`config.mk`:
```
export PLATFORM = sky130hd
export DESIGN_NAME = cmd_frame_decoder
export DESIGN_NICKNAME = d
export VERILOG_FILES = /design/src/rtl/cfd_pkg.sv /design/src/rtl/cfd_control.sv /design/src/rtl/cfd_datapath.sv /design/src/rtl/cmd_frame_decoder.sv
export SDC_FILE = /design/constraint.sdc
export NUM_CORES = 1
export LEC_CHECK = 0
export BUFFER_PORTS_ARGS = -buffer_cell sky130_fd_sc_hd__buf_2
export CAP_MARGIN = 0
export CORE_MARGIN = 4
export CORE_UTILIZATION = 36
export CTS_CLUSTER_SIZE = 28
export DETAILED_ROUTE_END_ITERATION = 10
export SYNTH_ARGS = -nofsm -noshare
export SYNTH_HDL_FRONTEND = slang
export SYNTH_SLANG_ARGS = --single-unit
```
`constraint.sdc`:
```
create_clock -name clk -period 3.22 [get_ports clk]
set_clock_uncertainty 0.05 [all_clocks]
set_input_delay 0.161 -clock clk [delete_from_list [all_inputs] [get_ports clk]]
set_output_delay 0.161 -clock clk [all_outputs]
set_load 0.01 [all_outputs]
```
`src/rtl/cfd_pkg.sv`:
```
package cfd_pkg;

  localparam int FRAME_BYTES = 64;
  localparam int IDX_W       = $clog2(FRAME_BYTES);

  // Positions the decoder depends on
  localparam int POS_CHK   = 32;
  localparam int POS_DATA  = 33;
  localparam int POS_CMD   = 34;
  localparam int POS_PROBE = 61;

  localparam logic [7:0] CHK_SEED = 8'hDA;

  localparam logic [7:0] CMD_MULT = 8'd0;
  localparam logic [7:0] CMD_LED  = 8'd1;

  // Strobes from framing control to datapath
  typedef struct packed {
    logic             take;   // byte accepted this cycle
    logic             last;   // accepted byte is the final one of the frame
    logic [IDX_W-1:0] idx;    // position of the accepted byte
  } frameStrobe_t;

  // {care, value}: care=0 means the byte is free (checksum, data, command, probe)
  function automatic logic [8:0] templateByte(input logic [IDX_W-1:0] idx);
    int i;
    i = int'(idx);
    if (i == POS_CHK || i == POS_DATA || i == POS_CMD || i == POS_PROBE)
      return 9'h000;
    else if (i == 35) return {1'b1, 8'hB7};
    else if (i == 52) return {1'b1, 8'h62};
    else if (i == 53) return {1'b1, 8'h66};
    else if (i == 54) return {1'b1, 8'h67};
    else if (i == 55) return {1'b1, 8'h30};
    else if (i >= 56 && i <= 59) return {1'b1, 8'hFF};
    else if (i == 60) return {1'b1, 8'hB5};
    else return {1'b1, 8'h00};
  endfunction

endpackage

```
`src/rtl/cfd_control.sv`:
```
module cfd_control
  import cfd_pkg::*;
#(
  parameter int IDLE_CYCLES = 1000
) (
  input  logic         clk,
  input  logic         rstN,
  input  logic         inValid,
  output frameStrobe_t strb
);

  localparam int IDLE_W = $clog2(IDLE_CYCLES + 1);
  localparam logic [IDX_W-1:0] LAST_IDX = IDX_W'(FRAME_BYTES - 1);
  localparam logic [IDLE_W-1:0] IDLE_END = IDLE_W'(IDLE_CYCLES - 1);

  logic [IDX_W-1:0]  byteIdx;
  logic [IDLE_W-1:0] idleCnt;

  always_ff @(posedge clk) begin
    if (!rstN) begin
      byteIdx <= '0;
      idleCnt <= '0;
    end else if (inValid) begin
      idleCnt <= '0;
      byteIdx <= (byteIdx == LAST_IDX) ? '0 : byteIdx + 1'b1;
    end else if (byteIdx != '0) begin
      if (idleCnt == IDLE_END) begin
        byteIdx <= '0;
        idleCnt <= '0;
      end else begin
        idleCnt <= idleCnt + 1'b1;
      end
    end
  end

  always_comb begin
    strb.take = inValid;
    strb.last = inValid && (byteIdx == LAST_IDX);
    strb.idx  = byteIdx;
  end

  // the frame position returns to 0 after the final byte
  a_r10_wrap: assert property (@(posedge clk) disable iff (!rstN)
    strb.last |=> (byteIdx == '0));

  // a full idle window in mid-frame drops the partial frame
  a_r9_idle_drop: assert property (@(posedge clk) disable iff (!rstN)
    (!inValid && byteIdx != '0 && idleCnt == IDLE_END) |=> (byteIdx == '0));

endmodule

```
`src/rtl/cfd_datapath.sv`:
```
module cfd_datapath
  import cfd_pkg::*;
#(
  parameter int MULT_W      = 8,
  parameter int MULT_MIN    = 20,
  parameter int MULT_MAX    = 84,
  parameter int MULT_RESET  = 80,
  parameter int REPLY_BYTES = 4
) (
  input  logic              clk,
  input  logic              rstN,
  input  frameStrobe_t      strb,
  input  logic [7:0]        inData,
  input  logic              txReady,
  output logic              txValid,
  output logic [7:0]        txData,
  output logic [MULT_W-1:0] clkMult,
  output logic              identifyLed,
  output logic              cmdApplied,
  output logic              badFrame
);

  localparam int REPLY_W = $clog2(REPLY_BYTES + 1);

  logic              okAcc;
  logic [7:0]        chkReg, dataReg, cmdReg;
  logic              probeReg;
  logic [REPLY_W-1:0] replyLeft;

  logic [8:0] tmpl;
  logic       byteOk, runOk, frameGood, replyLoad;

  // Per-byte template check, done as the byte streams past
  always_comb begin
    tmpl = templateByte(strb.idx);
    if (int'(strb.idx) == POS_PROBE)
      byteOk = (inData[7:1] == 7'd0);
    else if (tmpl[8])
      byteOk = (inData == tmpl[7:0]);
    else
      byteOk = 1'b1;
    runOk     = (strb.idx == '0) ? byteOk : (okAcc && byteOk);
    frameGood = runOk && (chkReg == (CHK_SEED ^ dataReg ^ cmdReg));
    replyLoad = strb.last && frameGood && probeReg;
  end

  always_ff @(posedge clk) begin
    if (!rstN) begin
      okAcc    <= 1'b0;
      chkReg   <= '0;
      dataReg  <= '0;
      cmdReg   <= '0;
      probeReg <= 1'b0;
    end else if (strb.take) begin
      okAcc <= runOk;
      if (int'(strb.idx) == POS_CHK)   chkReg   <= inData;
      if (int'(strb.idx) == POS_DATA)  dataReg  <= inData;
      if (int'(strb.idx) == POS_CMD)   cmdReg   <= inData;
      if (int'(strb.idx) == POS_PROBE) probeReg <= inData[0];
    end
  end

  // Command execution at the final byte
  always_ff @(posedge clk) begin
    if (!rstN) begin
      clkMult     <= MULT_W'(MULT_RESET);
      identifyLed <= 1'b0;
      cmdApplied  <= 1'b0;
      badFrame    <= 1'b0;
    end else if (strb.last) begin
      cmdApplied <= frameGood;
      badFrame   <= !frameGood;
      if (frameGood) begin
        if (cmdReg == CMD_MULT) begin
          if (dataReg >= 8'(MULT_MIN) && dataReg <= 8'(MULT_MAX))
            clkMult <= MULT_W'(dataReg);
        end else if (cmdReg == CMD_LED) begin
          if (dataReg == 8'd1)      identifyLed <= 1'b1;
          else if (dataReg == 8'd0) identifyLed <= 1'b0;
        end
      end
    end else begin
      cmdApplied <= 1'b0;
      badFrame   <= 1'b0;
    end
  end

  // Probe reply: a reload wins over a handshake in the same cycle
  always_ff @(posedge clk) begin
    if (!rstN)
      replyLeft <= '0;
    else if (replyLoad)
      replyLeft <= REPLY_W'(REPLY_BYTES);
    else if (txValid && txReady)
      replyLeft <= replyLeft - 1'b1;
  end

  assign txValid = (replyLeft != '0);
  assign txData  = 8'h00;

  // the apply pulse lasts one cycle
  a_r2_single_pulse: assert property (@(posedge clk) disable iff (!rstN)
    cmdApplied |=> !cmdApplied);

  // accept and reject never coincide
  a_r5_exclusive: assert property (@(posedge clk) disable iff (!rstN)
    !(cmdApplied && badFrame));

  // multiplier stays in its legal window
  a_r3_mult_range: assert property (@(posedge clk) disable iff (!rstN)
    (clkMult >= MULT_W'(MULT_MIN)) && (clkMult <= MULT_W'(MULT_MAX)));

  // multiplier only moves with an accepted frame
  a_r3_mult_on_apply: assert property (@(posedge clk) disable iff (!rstN)
    !$stable(clkMult) |-> cmdApplied);

  // LED only moves with an accepted frame
  a_r4_led_on_apply: assert property (@(posedge clk) disable iff (!rstN)
    !$stable(identifyLed) |-> cmdApplied);

  // a stalled reply stays offered
  a_r7_hold: assert property (@(posedge clk) disable iff (!rstN)
    (txValid && !txReady) |=> txValid);

endmodule

```
`src/rtl/cmd_frame_decoder.sv`:
```
module cmd_frame_decoder
  import cfd_pkg::*;
#(
  parameter int CLK_HZ      = 125_000_000,
  parameter int BAUD        = 115_200,
  parameter int IDLE_CYCLES = (CLK_HZ / BAUD) * 10 * FRAME_BYTES,
  parameter int MULT_MIN    = 20,
  parameter int MULT_MAX    = 84,
  parameter int MULT_RESET  = 80
) (
  input  logic       clk,
  input  logic       rstN,
  input  logic       inValid,
  input  logic [7:0] inData,
  input  logic       txReady,
  output logic       txValid,
  output logic [7:0] txData,
  output logic [7:0] clkMult,
  output logic       identifyLed,
  output logic       cmdApplied,
  output logic       badFrame
);

  frameStrobe_t frameStrb;

  cfd_control #(
    .IDLE_CYCLES(IDLE_CYCLES)
  ) u_control (
    .clk     (clk),
    .rstN    (rstN),
    .inValid (inValid),
    .strb    (frameStrb)
  );

  cfd_datapath #(
    .MULT_W     (8),
    .MULT_MIN   (MULT_MIN),
    .MULT_MAX   (MULT_MAX),
    .MULT_RESET (MULT_RESET),
    .REPLY_BYTES(4)
  ) u_datapath (
    .clk         (clk),
    .rstN        (rstN),
    .strb        (frameStrb),
    .inData      (inData),
    .txReady     (txReady),
    .txValid     (txValid),
    .txData      (txData),
    .clkMult     (clkMult),
    .identifyLed (identifyLed),
    .cmdApplied  (cmdApplied),
    .badFrame    (badFrame)
  );

endmodule

```
==> results of run 1 <==
cell type report:
type / count / area, µm² / area share, %
Inverter: 11 / 41.29 / 1.058
Tap cell: 129 / 161.4 / 4.135
Clock inverter: 4 / 72.57 / 1.859
Multi-Input combinational cell: 326 / 1964 / 50.32
Clock buffer: 12 / 165.2 / 4.231
Sequential cell: 66 / 1324 / 33.91
Timing Repair Buffer: 31 / 175.2 / 4.487
critical path: stages (launching register included):
cell and delay (ns):
dfxtp_2 0.39, inv_1 0.08, ha_1 0.24, or3_1 0.45
o21ai_1 0.21, a21boi_1 0.10, o32a_4 0.35, o41a_4 0.56
or3_4 0.40, and3_1 0.17
sequential cells by signal, summed over array words and instances, names as in the netlist:
name	cells
u_control.byteIdx	6
u_control.idleCnt	20
u_datapath.badFrame	1
u_datapath.chkReg	8
u_datapath.clkMult	8
u_datapath.cmdApplied	1
u_datapath.cmdReg	8
u_datapath.dataReg	8
u_datapath.identifyLed	1
u_datapath.okAcc	1
u_datapath.probeReg	1
u_datapath.replyLeft	3
placed cells by master (no fill, tap or decap), types with 3 or more instances in the layout:
cell	netlist	layout
inv_1	11	11
buf_4	9	8
ha_1	8	8
nor3_1	5	5
xor2_1	19	19
a21oi_1	45	45
nor2_1	37	37
o21ai_0	14	14
buf_2	2	23
o21a_1	3	3
nor4_1	7	7
dfxtp_1	66	64
nand2_1	53	53
nand2b_1	4	4
o21ai_1	4	4
nand3b_1	3	3
conb_1	1	8
xnor2_1	20	20
clkbuf_8	0	12
nand3_1	41	41
nand4_1	11	11
and3_1	10	10
a211oi_1	3	3
how the worst min path moves through the flow:
stage,start,end,slack [ns],depth (start not counted)
final,rstN,u_datapath.clkMult[4]$_SDFFE_PN1P_,0.04,2
after CTS,rstN,u_datapath.clkMult[4]$_SDFFE_PN1P_,0.03,2
after floorplan,inData[0],u_datapath.probeReg$_SDFFE_PN0P_,0.26,2
after global placement,u_datapath.clkMult[7]$_SDFFE_PN0P_,u_datapath.clkMult[7]$_SDFFE_PN0P_,0.37,2
after global routing,rstN,u_datapath.clkMult[4]$_SDFFE_PN1P_,0.06,2
after detailed placement,u_datapath.clkMult[7]$_SDFFE_PN0P_,u_datapath.clkMult[7]$_SDFFE_PN0P_,0.37,2
stage by stage:
stage	total power [W]	std cells
detailed placement	0.0009412	563
global placement	0.0009406	563
finish	0.001734	579
CTS	0.001751	579
floorplan	0.0009090	429
global route	0.001802	579
per-layer routing:
metal / global-route usage (%) / up-vias
li1: - / 1509
met1: 19.93 / 1379
met2: 23.27 / 66
met3: 3.123 / 2
met4: 5.273 / 0
met5: 0 / -
kinds of logic (layout without fill, tap and decap cells):
family / count (synthesis) / in the layout / share of synthesized area (%)
compound gates: 83 / 83 / 15.55
xor+xnor: 39 / 39 / 9.942
fa+ha+maj: 8 / 8 / 2.913
buf+inv: 37 / 58 / 5.317
flops: 66 / 66 / 38.46
mux: 3 / 3 / 0.9468
other cells: 1 / 8 / 0.1091
simple gates: 185 / 185 / 26.77
power breakdown:
part           switching, W  internal, W  leakage (nW)
Sequential       0.00000497     0.000820         0.533
Clock              0.000312     0.000498         0.119
Combinational     0.0000684    0.0000306         0.723
Total              0.000385      0.00135          1.37
==> key figures, run 1 <==
Critical path
  – Crit-path max FO: 10
  – CP Launch Type: flip-flop
  – Crit path launch: u_control.byteIdx[0]$_SDFFE_PN0P_
  – R2R Path Start: u_control.byteIdx[0]$_SDFFE_PN0P_
  – Crit Reg-Reg Endpoint: u_datapath.replyLeft[1]$_SDFFE_PP0P_
  – CP endpoint kind: flip-flop
  – CP Data Required Time: 3.39 ns
  – FF-to-FF setup slack: 0.13 ns
  – Setup crit end: u_datapath.replyLeft[1]$_SDFFE_PP0P_
  – Critical path class: reg -> reg
  – CP arrival: 3.27 ns
  – Reg2reg path depth: 9

STA
  – Fmax: 0.3235 GHz
  – Slew @ Worst Pin: 0.6132 ns
  – Tmin final: 3.091 ns
  – Hold slack: 0.04216 ns
  – Pins Over Slew Limit: 0
  – Setup tns final: 0 ns
  – Hold Fails Final Rpt: 0
  – RSZ-0062 raised after global routing: no
  – Final worst slack: 0.1285 ns
  – Crit share post-route: 96.01%
  – Worst slew margin: 59.02%
  – Setup violations, final: 0

Power and ir drop
  – Cell area power density: 444.2 nW/µm²
  – Max IR drop VDD: 0.0001975 V
  – Static Leak: 1.374 nW

Synth
  – Leading area contributor after synthesis: dfxtp_1
  – Most instantiated library cell after synthesis: dfxtp_1
  – Post-synthesis register bit count: 66
  – Post-Syn Area: 3436 µm²
  – Post-Syn Area per Cell: 8.142 µm²
  – Top post-synthesis cells by count: dfxtp_1, nand2_1, a21oi_1
  – Number of library cell types mapped by synthesis: 52
  – Ys async rst share: 0%
  – Leading post-synthesis cells by cell area: dfxtp_1, a21oi_1, nand3_1
  – Synth warnings: 0
  – Number of flops mapped to enable cells by yosys: 0
  – Post-Syn Instances: 422
  – Post-synthesis sequential area ratio: 38.46%
  – Post-synth top area share: 38.46%
  – Synth Flop Type: dfxtp_1

Final layout
  – Share of cells above drive strength 1: 14.00%
  – Syn-to-layout area delta: 13.62%
  – Final Core Density: 42.05%
  – Number of fill cells: 964
  – ANT cells: 0
  – Fin area: 3904 µm²
  – Fin nets: 465

Drt
  – DRT Pass-1 Iters: 4
  – Max layer used: met4
  – Routed WL: 7.861 mm
  – Starting DRT DRC Count: 187
  – Vias/cell: 5.105
  – Routed wl met2: 3.564 mm
  – Detailed-route DRC error count: 0
  – Met3 WL: 427 µm
  – Vias: 2956
  – Routed wire per std cell: 13.58 µm
  – DRT met1 WL: 3.821 mm
  – Routed Antenna Nets: 0

GRT
  – GRT Overall Usage: 14.78%
  – Number of antenna violations at the first check in global routing: 0
  – Vias in the first global route: 2802
  – Largest net degree at the start of global routing: 32
  – First-pass GRT wire length: 13.52 mm
  – Total grt overflow: 0

Min path
  – Hold Crit Class: in -> reg

Clock network
  – CTS sink cnt: 66
  – CTS Hold Buffers Added: 0
  – Root buffer cell: clkbuf_8
  – Resized Gates After CTS: 0
  – CTS Buffer Depth: 2
  – Clock transition at the registers of the reported paths: 0.07 ns
  – Worst skew pair latency: 0.33 ns
  – Total setup buffers inserted after CTS: 0
  – CTS tree: yes
  – CTS H-tree lvls: 3
  – CTS buffer count: 9

Place
  – Routability cong.: 0.8742
  – Worst slack, placed: 0.06663 ns
  – Port bufs: 23
  – Placed Instance Area: 3657 µm²
  – Post-DP HPWL: 5.681 mm

Floorplan
  – Die Ht: 105.7 µm
  – Core ar.: 9284 µm²
  – Initial Utilization: 37.01%
  – Die X: 105.7 µm
  – Num rows: 35
  – I/O Pins: 32
  – Die Footprint: 11170 µm²

Job
  – Total of max-cap violations: 0

Status
  – Status: finished, final reports clean
Power figures use the tool's default switching activity.
==> run 2, diff against run 1 <==
--- a/config.mk
+++ b/config.mk
@@ -8,7 +8,7 @@
 export BUFFER_PORTS_ARGS = -buffer_cell sky130_fd_sc_hd__buf_2
 export CAP_MARGIN = 0
 export CORE_MARGIN = 4
-export CORE_UTILIZATION = 36
+export CORE_UTILIZATION = 30
 export CTS_CLUSTER_SIZE = 28
 export DETAILED_ROUTE_END_ITERATION = 10
 export SYNTH_ARGS = -nofsm -noshare
==> run 2 against run 1 <==
Compared with the run above: critical path depth is the same; count of clock-buffer cells in the layout did not move; via count up 1.4%; critical path type unchanged.
==> key figures, run 2 (synthesis results as in run 1) <==
Status
  – Status: finished, final reports clean

GRT
  – First-pass GRT wire length: 13.28 mm (-1.7%)
  – Vias in the first global route: 2774 (-1.0%)
  – Total grt overflow: 0 (unchanged)
  – Number of antenna violations at the first check in global routing: 0 (unchanged)
  – Largest net degree at the start of global routing: 32 (unchanged)
  – GRT Overall Usage: 12.39% (-2.4 points)

Final layout
  – Fin nets: 465 (unchanged)
  – Number of fill cells: 1146 (+19%)
  – Share of cells above drive strength 1: 14.00% (unchanged)
  – Commonest non-fill, non-tap cell in the layout: dfxtp_1
  – Largest register by flop count: u_control.idleCnt
  – ANT cells: 0 (unchanged)
  – Max reg flops: 20 (unchanged)
  – Reg area: 1324 µm² (unchanged)
  – Syn-to-layout area delta: 16.10%
  – Multi-input logic area: 1967 µm² (+0.13%)
  – Most frequent cells in the layout: dfxtp_1, nand2_1, a21oi_1

Job
  – Total of max-cap violations: 0 (unchanged)

Power and ir drop
  – Max IR drop VDD: 0.0003044 V (+54%)
  – Cell area power density: 477.4 nW/µm² (+7.5%)
  – Static Leak: 1.397 nW (+1.7%)

Floorplan
  – I/O Pins: 32 (unchanged)
  – Num rows: 38 (+8.6%)
  – Initial Utilization: 31.15% (-5.9 points)
  – Die Footprint: 13230 µm² (+18%)
  – Die X: 115.0 µm (+8.8%)
  – Core ar.: 11030 µm² (+19%)
  – Die Ht: 115.0 µm (+8.8%)

Critical path
  – CP endpoint kind: flip-flop
  – CP Data Required Time: 3.39 ns (about the same)
  – Slowest-stage cell, CP: o41a_4
  – Crit-path max FO: 10 (unchanged)
  – Cell breakdown of the critical path: inv_1 > ha_1 > or3_1 > o21ai_1 > a21boi_1 > o32a_4 > o41a_4 > or3_4 > and3_1
  – CP arrival: 3.22 ns (-0.05 ns)
  – Critical path class: reg -> reg
  – CP Launch Type: flip-flop
  – Max incr delay on CP: 0.55 ns (about the same)

Clock network
  – CTS Hold Buffers Added: 0 (unchanged)
  – CTS sink cnt: 66 (unchanged)
  – Clock transition at the registers of the reported paths: 0.05 ns (-0.02 ns)
  – CTS Buffer Depth: 2 (unchanged)
  – CTS H-tree lvls: 3 (unchanged)
  – CTS buffer count: 9 (unchanged)
  – Root buffer cell: clkbuf_16
  – CTS tree: yes
  – Worst skew pair latency: 0.33 ns (about the same)

STA
  – Hold Fails Final Rpt: 0 (unchanged)
  – Pins Over Slew Limit: 0 (unchanged)
  – Setup violations, final: 0 (unchanged)
  – Slew @ Worst Pin: 0.6272 ns (+0.01402 ns)
  – Setup tns final: 0 ns (unchanged)
  – Tmin final: 3.052 ns (-0.03947 ns)
  – Worst slew margin: 58.09% (-0.94 points)
  – Fmax: 0.3277 GHz (+1.3%)
  – Crit share post-route: 94.78% (-1.2 points)
  – Hold slack: 0.04691 ns (+0.004751 ns)
  – RSZ-0062 raised after global routing: no

Drt
  – Routed Antenna Nets: 0 (unchanged)
  – Starting DRT DRC Count: 295 (+58%)
  – Routed WL: 7.971 mm (+1.4%)
  – DRT Pass-1 Iters: 5 (+1)
  – Vias: 2997 (+1.4%)
  – Detailed-route DRC error count: 0 (unchanged)
  – Routed wire per std cell: 13.51 µm (-0.49%)
  – Vias/cell: 5.080 (-0.50%)

Place
  – Routability cong.: 0.8280 (-5.3%)
  – Post-DP HPWL: 5.730 mm (+0.87%)
  – Port bufs: 23 (unchanged)

Min path
  – Hold Crit Class: in -> reg
==> run 2: cell count changes in the layout (fill, tap and decap cells not counted) <==
cell	change
ha_1	-1
clkbuf_8	-10
clkinvlp_4	+1
clkbuf_1	+1
ha_2	+1
clkbuf_16	+9
bufinv_16	-1
==> run 2: area by class of cell <==
class,count,area share [%]
Tap cell,140,4.391
Inverter,11,1.035
Timing Repair Buffer,31,4.391
Clock inverter,4,1.255
Sequential cell,66,33.19
Multi-Input combinational cell,326,49.31
Clock buffer,12,6.430
==> run 2: critical path: cells and delay by family (launching register included) <==
kind / cells / cell delay [ns]
adder cells (fa/ha/maj): 1 / 0.20
flip-flops: 1 / 0.38
AO/OA/AOI/OAI: 4 / 1.22
AND/OR/NAND/NOR: 3 / 1.03
buffers and inverters: 1 / 0.07
==> run 2: where the power goes <==
part	internal, W	switching [W]
Sequential	0.000821	0.00000504
Combinational	0.0000292	0.0000692
Clock	0.000639	0.000340
Total	0.00149	0.000415
==> run 2: worst paths after layout <==
kind | from | endpoint | slack, ns | depth (start not counted)
max | u_control.byteIdx[0]$_SDFFE_PN0P_ | u_datapath.replyLeft[0]$_SDFFE_PP0P_ | 0.17 | 9
min reg2reg | u_datapath.clkMult[7]$_SDFFE_PN0P_ | u_datapath.clkMult[7]$_SDFFE_PN0P_ | 0.40 | 2
min | rstN | u_datapath.clkMult[6]$_SDFFE_PN1P_ | 0.05 | 2
max reg2reg | u_control.byteIdx[0]$_SDFFE_PN0P_ | u_datapath.replyLeft[0]$_SDFFE_PP0P_ | 0.17 | 9
==> run 2: repair_timing <==
action,4_1_cts,5_1_grt
resized for setup,0,4
endpoints found under the setup margin,0,3
hold endpoints to repair,0,0
buffers inserted,0,1
==> run 2: stage by stage <==
stage | cell area [µm²] | cells | util [%] | total power (W) | setup WS [ns]
finish | 3989 | 590 | 36.16 | 0.001904 | 0.1680
global route | 3989 | 590 | 36.16 | 0.001979 | 0.04717
CTS | 3970 | 589 | 35.99 | 0.001927 | 0.05301
detailed placement | 3664 | 573 | 33.21 | 0.0009389 | 0.06766
global placement | 3664 | 573 | 33.21 | 0.0009374 | 0.1692
floorplan | 3462 | 429 | - | 0.0009090 | 0.2867
==> run 2: routing by layer <==
metal	share of wire, %	vias to the layer above	global-route usage [%]
li1	-	1507	-
met1	47	1430	16.08
met2	47	51	19.91
met3	4.8	9	3.368
met4	1.2	0	4.147
met5	0	-	0
